`config.mk`:
```
export PLATFORM = sky130hd
export DESIGN_NAME = i2c_mem_reader
export DESIGN_NICKNAME = d
export VERILOG_FILES = /design/src/rtl/i2cmr_pkg.sv /design/src/rtl/i2cmr_line_sync.sv /design/src/rtl/i2cmr_array.sv /design/src/rtl/i2c_mem_reader.sv
export SDC_FILE = /design/constraint.sdc
export NUM_CORES = 1
export LEC_CHECK = 0
export ABC_AREA = 1
export BUFFER_PORTS_ARGS = -buffer_cell sky130_fd_sc_hd__buf_4
export CORE_MARGIN = 2
export CORE_UTILIZATION = 46
export DETAILED_ROUTE_END_ITERATION = 7
export PLACE_DENSITY = 0.67
export SYNTH_ARGS = -nofsm -noshare
export SYNTH_HDL_FRONTEND = slang
export SYNTH_SLANG_ARGS = --single-unit
export TNS_END_PERCENT = 100
```
`constraint.sdc`:
```
create_clock -name clk -period 3.8 [get_ports clk]
set_clock_uncertainty 0.15 [all_clocks]
set_input_delay 0.19 -clock clk [delete_from_list [all_inputs] [get_ports clk]]
set_output_delay 0.19 -clock clk [all_outputs]
set_load 0.01 [all_outputs]
```
`src/rtl/i2cmr_pkg.sv`:
```
`timescale 1ns/1ps
package i2cmr_pkg;
  typedef enum logic [2:0] {
    ST_IDLE, ST_DEV, ST_DACK, ST_WADDR, ST_WACK, ST_WSKIP, ST_RD, ST_MACK
  } st_e;
endpackage

```
`src/rtl/i2cmr_line_sync.sv`:
```
`timescale 1ns/1ps
module i2cmr_line_sync #(
  parameter int STAGES = 2
) (
  input  logic clk,
  input  logic rst_n,
  input  logic scl,
  input  logic sda,
  output logic sda_q,
  output logic scl_rise,
  output logic scl_fall,
  output logic start_evt,
  output logic stop_evt
);
  logic [STAGES-1:0] scl_sh, sda_sh;
  logic scl_d, sda_d, scl_q;

  always_ff @(posedge clk or negedge rst_n) begin
    if (!rst_n) begin
      scl_sh <= '1;
      sda_sh <= '1;
      scl_d  <= 1'b1;
      sda_d  <= 1'b1;
    end else begin
      scl_sh <= {scl_sh[STAGES-2:0], scl};
      sda_sh <= {sda_sh[STAGES-2:0], sda};
      scl_d  <= scl_sh[STAGES-1];
      sda_d  <= sda_sh[STAGES-1];
    end
  end

  assign scl_q     = scl_sh[STAGES-1];
  assign sda_q     = sda_sh[STAGES-1];
  assign scl_rise  = scl_q & ~scl_d;
  assign scl_fall  = ~scl_q & scl_d;
  assign start_evt = scl_q & scl_d & sda_d & ~sda_q;
  assign stop_evt  = scl_q & scl_d & ~sda_d & sda_q;
endmodule

```
`src/rtl/i2cmr_array.sv`:
```
`timescale 1ns/1ps
module i2cmr_array #(
  parameter int         AW   = 8,
  parameter logic [7:0] FILL = 8'h5A
) (
  input  logic [AW-1:0] addr,
  output logic [7:0]    data
);
  localparam int HALF = AW / 2;
  logic [AW-1:0] swapped;

  assign swapped = {addr[HALF-1:0], addr[AW-1:HALF]};
  assign data    = swapped[7:0] ^ FILL;
endmodule

```
`src/rtl/i2c_mem_reader.sv`:
```
`timescale 1ns/1ps
module i2c_mem_reader #(
  parameter logic [6:0] MEM_ID      = 7'b1010111,
  parameter logic [6:0] CTL_ID      = 7'b1010010,
  parameter int         AW          = 8,
  parameter int         SYNC_STAGES = 2,
  parameter logic [7:0] FILL        = 8'h5A
) (
  input  logic clk,
  input  logic rst_n,
  input  logic scl,
  input  logic sda_in,
  output logic sda_oe
);
  import i2cmr_pkg::*;

  localparam int BITS = 8;
  localparam int CW   = $clog2(BITS + 1);
  localparam logic [CW-1:0] LAST = CW'(BITS);

  logic sda_q, scl_rise, scl_fall, start_evt, stop_evt;
  st_e  st_q, st_d;
  logic [CW-1:0] cnt_q, cnt_d;
  logic [7:0] sh_q, sh_d, tx_q, tx_d, rom_data, load_byte;
  logic [AW-1:0] ptr_q, ptr_d;
  logic oe_q, oe_d, ctl_q, ctl_d, rd_q, rd_d;
  logic lock_q, lock_d, fresh_q, fresh_d, aset_q, aset_d, mack_q, mack_d;
  logic ptr_ld;

  i2cmr_line_sync #(.STAGES(SYNC_STAGES)) u_sync (
    .clk(clk), .rst_n(rst_n), .scl(scl), .sda(sda_in), .sda_q(sda_q),
    .scl_rise(scl_rise), .scl_fall(scl_fall),
    .start_evt(start_evt), .stop_evt(stop_evt)
  );

  i2cmr_array #(.AW(AW), .FILL(FILL)) u_array (.addr(ptr_q), .data(rom_data));

  assign load_byte = ctl_q ? 8'hFF : rom_data;
  assign ptr_ld = (st_q == ST_WADDR) && scl_fall && (cnt_q == LAST) && !ctl_q
                  && !start_evt && !stop_evt;

  always_comb begin
    st_d = st_q;  cnt_d = cnt_q;  sh_d = sh_q;  tx_d = tx_q;  ptr_d = ptr_q;
    oe_d = oe_q;  ctl_d = ctl_q;  rd_d = rd_q;  lock_d = lock_q;
    fresh_d = fresh_q;  aset_d = aset_q;  mack_d = mack_q;
    if (start_evt) begin
      st_d = ST_DEV;  cnt_d = '0;  oe_d = 1'b0;
      fresh_d = aset_q;  aset_d = 1'b0;
    end else if (stop_evt) begin
      st_d = ST_IDLE;  oe_d = 1'b0;  aset_d = 1'b0;  fresh_d = 1'b0;
    end else begin
      case (st_q)
        ST_IDLE: ;
        ST_DEV: begin
          if (scl_rise) begin
            sh_d  = {sh_q[6:0], sda_q};
            cnt_d = cnt_q + 1'b1;
          end else if (scl_fall && cnt_q == LAST) begin
            rd_d = sh_q[0];
            if (sh_q[7:1] == MEM_ID && (!sh_q[0] || !lock_q || fresh_q)) begin
              st_d = ST_DACK;  oe_d = 1'b1;  ctl_d = 1'b0;
              if (sh_q[0]) lock_d = 1'b0;
            end else if (sh_q[7:1] == CTL_ID) begin
              st_d = ST_DACK;  oe_d = 1'b1;  ctl_d = 1'b1;  lock_d = 1'b1;
            end else begin
              st_d = ST_IDLE;
            end
          end
        end
        ST_DACK: begin
          if (scl_fall) begin
            if (rd_q) begin
              tx_d = load_byte;  oe_d = ~load_byte[7];  cnt_d = 1;  st_d = ST_RD;
            end else begin
              oe_d = 1'b0;  cnt_d = '0;  st_d = ST_WADDR;
            end
          end
        end
        ST_WADDR: begin
          if (scl_rise) begin
            sh_d  = {sh_q[6:0], sda_q};
            cnt_d = cnt_q + 1'b1;
          end else if (scl_fall && cnt_q == LAST) begin
            st_d = ST_WACK;  oe_d = 1'b1;
            if (ptr_ld) begin
              ptr_d  = sh_q[AW-1:0];
              aset_d = 1'b1;
            end
          end
        end
        ST_WACK: begin
          if (scl_fall) begin
            oe_d = 1'b0;  cnt_d = '0;  st_d = ST_WSKIP;
          end
        end
        ST_WSKIP: begin
          if (scl_rise) cnt_d = cnt_q + 1'b1;
          else if (scl_fall && cnt_q == LAST) st_d = ST_IDLE;
        end
        ST_RD: begin
          if (scl_fall) begin
            if (cnt_q == LAST) begin
              oe_d = 1'b0;  st_d = ST_MACK;
              if (!ctl_q) ptr_d = ptr_q + AW'(1);
            end else begin
              oe_d  = ~tx_q[6];
              tx_d  = {tx_q[6:0], 1'b0};
              cnt_d = cnt_q + 1'b1;
            end
          end
        end
        ST_MACK: begin
          if (scl_rise) mack_d = ~sda_q;
          else if (scl_fall) begin
            if (mack_q) begin
              tx_d = load_byte;  oe_d = ~load_byte[7];  cnt_d = 1;  st_d = ST_RD;
            end else begin
              st_d = ST_IDLE;
            end
          end
        end
        default: st_d = ST_IDLE;
      endcase
    end
  end

  always_ff @(posedge clk or negedge rst_n) begin
    if (!rst_n) begin
      st_q <= ST_IDLE;  cnt_q <= '0;  sh_q <= '0;  tx_q <= '0;  ptr_q <= '0;
      oe_q <= 1'b0;  ctl_q <= 1'b0;  rd_q <= 1'b0;  lock_q <= 1'b0;
      fresh_q <= 1'b0;  aset_q <= 1'b0;  mack_q <= 1'b0;
    end else begin
      st_q <= st_d;  cnt_q <= cnt_d;  sh_q <= sh_d;  tx_q <= tx_d;  ptr_q <= ptr_d;
      oe_q <= oe_d;  ctl_q <= ctl_d;  rd_q <= rd_d;  lock_q <= lock_d;
      fresh_q <= fresh_d;  aset_q <= aset_d;  mack_q <= mack_d;
    end
  end

  assign sda_oe = oe_q;
endmodule

```
==> results.md <==
* Reg2reg end: tx_q[5]$_DFFE_PN0P_
* Via Count at 2207
* CP max-delay cell: nor2_2
* Final min period at 2.35 ns
* Num CTS Buffers at 5
* Die area at 6110 um2
* EDFF count, synth at 0
* Worst EP arrival at 2.43 ns
* Post-Syn Area at 2530 um2
* Fin nets at 362
* Ratio of cells with drive above 1 in the final layout at 10.1%
* Number of cells after detailed placement at 415
* Max_cap viols at 0
* Worst slew pin tran at 1.04 ns
* H-tree Lvls at 2
* Register bit count reported by yosys at 43
* PwrDens at 357 nW/um2
* Vias in the first global route at 2078
* Register Area at 1080 um2
* Async SR Flop Fraction at 100%
* Via density at 5.18
* Synth unique cells at 31
* Antenna Cells at 0
* Drt drc at 0
* Synth Area per Inst at 7.18 um2
* CTS tree: yes
* Die height at 78.1 um
* Critical path class: reg -> reg
* Overflow after GRT at 0
* Final TNS setup at 0 ns
* VDD IR max at 0.214 mV
* I/O pin count at 5
* Global-route wire length before repair at 9.27 mm
* Clock sinks at 43
* Core footprint at 5200 um2
* Largest net degree at the start of global routing at 44
* Final antenna-violating net count at 0
* Input/output buffers at 4
* Mapped Nets at 359
* Clock latency on the worst-skew pair at 0.30 ns
* DR WL/cell at 12.5 um
* Non-filler cells in the finished layout at 426
* Hold Path Class: reg -> reg
* Gpl congestion at 0.966
* Final WL at 5.32 mm
* Top fanout value on the critical path at 31
* Final Power at 969 uW
* Die width at 78.1 um
* First-pass detailed-route iteration total at 5
* FF-to-FF path depth at 6
* RSZ-0062 raised after global routing: false
* Area of the multi-input gates at 1200 um2
* Yosys warning total at 0
* Final core occ at 52.1%
* Longest Clk Path Bufs at 2
* Synth Flop Type: dfrtp_1
* Cell Chain, Critical Path: nand2_4 > nor2_2 > a22oi_1 > nand3_2 > nor2_1 > a21oi_1
* Final hold violation count at 0
* Crit end category: flop
* Slew Limit Fails at 0
* Hpwl dp at 3.84 mm
* Part of the cycle the worst path needs at 61.8%
* Status: complete, no violations
* Max incr delay on CP at 0.80 ns
* Worst slack, placed at 1.48 ns
* Sequential share of the synthesized area at 42.9%
* Cell row count at 26
* Finish-stage setup viols at 0
* Initial antenna violation count at 0
* Slew headroom at 30.8%
* Initial core utilization at 48.6%
* Reg clk slew, reported paths at 0.08 ns
* Worst hold path stage count at 0
* Worst hold start: u_sync.scl_sh[0]$_DFF_PN1_
* Setup WS post-layout at 1.45 ns
* Synthesis-to-layout area growth at 7.27%
* Tot GR Track Use at 19.2%
* DR iter-0 viols at 205
* FF-to-FF setup slack at 1.45 ns
* CP startpoint kind: flop
* P_leak at 1.30 nW
* Worst r2r src: st_q[2]$_DFFE_PN0P_
* Hold endpoint: u_sync.scl_sh[1]$_DFF_PN1_
* Filler cells at 498
* Max frequency at 0.426 GHz
* Mapped Cells at 352
* Post-CTS sizing at 0
* WP data required at 3.88 ns
* Clk root buf: clkbuf_8
-- state kept, by name, indices dropped and copies added, names as in the netlist --
register       flops
u_sync.scl_d       1
sh_q               8
ptr_q              8
u_sync.sda_sh      2
sda_oe             1
tx_q               7
ctl_q              1
lock_q             1
rd_q               1
cnt_q              4
aset_q             1
mack_q             1
u_sync.sda_d       1
fresh_q            1
u_sync.scl_sh      2
st_q               3
-- layer usage --
layer | up-vias | track usage (%) | routed length (um)
met5 | - | 0 | 0
met4 | 0 | 7.54 | 121
met3 | 18 | 3.56 | 216
met2 | 65 | 29.8 | 2320
met1 | 987 | 26.7 | 2660
li1 | 1137 | - | -
-- stage by stage --
| step | area, um2 | hold WS [ns] |
|---|---|---|
| floorplan | 2530 | -0.256 |
| global placement | 2570 | 0.0644 |
| detailed placement | 2570 | 0.0676 |
| CTS | 2710 | 0.210 |
| global route | 2710 | 0.214 |
| finish | 2710 | 0.209 |
-- synth_stat cells (all sizes together) (3+ instances only) --
library cell  number  area, um2
a21oi             11       62.6
buf                9       71.3
dfrtp             37        926
dfstp              6        158
ha                 3       37.5
inv               44        165
nand2            107        412
nand3             31        170
nand4              5       31.3
nor2              36        155
nor3               3       20.0
o21ai             48        240
-- worst max-delay path, delay by kind of cell, from the launching register on --
kind / cells / cell delay [ns]
DFF: 1 / 0.54
and+or+nand+nor: 4 / 1.28
AOI/OAI and AO/OA: 2 / 0.31
-- how the worst max path moves through the flow --
stage,startpoint,to,slack (ns),cells after the start
2_1_floorplan,cnt_q[0]$_DFFE_PN0P_,ptr_q[5]$_DFFE_PN0P_,2.07,11
3_3_place_gp,st_q[2]$_DFFE_PN0P_,tx_q[6]$_DFFE_PN0P_,1.57,6
3_5_place_dp,st_q[2]$_DFFE_PN0P_,tx_q[5]$_DFFE_PN0P_,1.48,6
4_1_cts,st_q[2]$_DFFE_PN0P_,tx_q[5]$_DFFE_PN0P_,1.45,6
5_1_grt,st_q[2]$_DFFE_PN0P_,tx_q[5]$_DFFE_PN0P_,1.22,6
6_report,st_q[2]$_DFFE_PN0P_,tx_q[5]$_DFFE_PN0P_,1.45,6
-- cells in the final DEF (no fill, tap or decap), types with 2 or more instances in the layout --
cell / instances
dfstp_2: 6
o22ai_1: 2
inv_2: 5
clkbuf_8: 5
nand3b_1: 2
nor2_4: 2
nor3_1: 2
nor2_2: 2
inv_1: 39
buf_4: 4
o21ai_1: 15
dlygate4sd3_1: 3
nand2_1: 105
nand3_1: 28
a21oi_1: 9
xor2_1: 2
o21ai_0: 33
dfrtp_1: 37
nand3_2: 3
nor2_1: 32
a21oi_2: 2
ha_1: 3
nand4_1: 5
-- cell type report --
| class | count | share of cell area [%] |
|---|---|---|
| clock buffer | 5 | 2.54 |
| clock inverter | 3 | 1.71 |
| inverter | 44 | 6.09 |
| multi-input combinational | 254 | 44.3 |
| sequential | 43 | 39.9 |
| tap | 70 | 3.23 |
| timing repair buffer | 7 | 2.21 |
-- cell families after synthesis --
logic type | Yosys count | synth area share, %
AO/OA/AOI/OAI | 64 | 13.3
XOR/XNOR | 2 | 0.693
adder cells (fa/ha/maj) | 3 | 1.48
buffers and inverters | 55 | 9.65
flip-flops | 43 | 42.9
AND/OR/NAND/NOR | 185 | 32.0
-- what timing repair did --
item	CTS	global route
setup buffers	0	0
hold endpoints to repair	39	0
hold buffers	3	0
-- power breakdown --
part	internal (mW)	switching (mW)	leakage, nW
combinational	0.0362	0.0687	0.667
sequential	0.480	0.0196	0.576
clock	0.198	0.167	0.0548
total	0.714	0.255	1.30
Power figures use the tool's default switching activity.
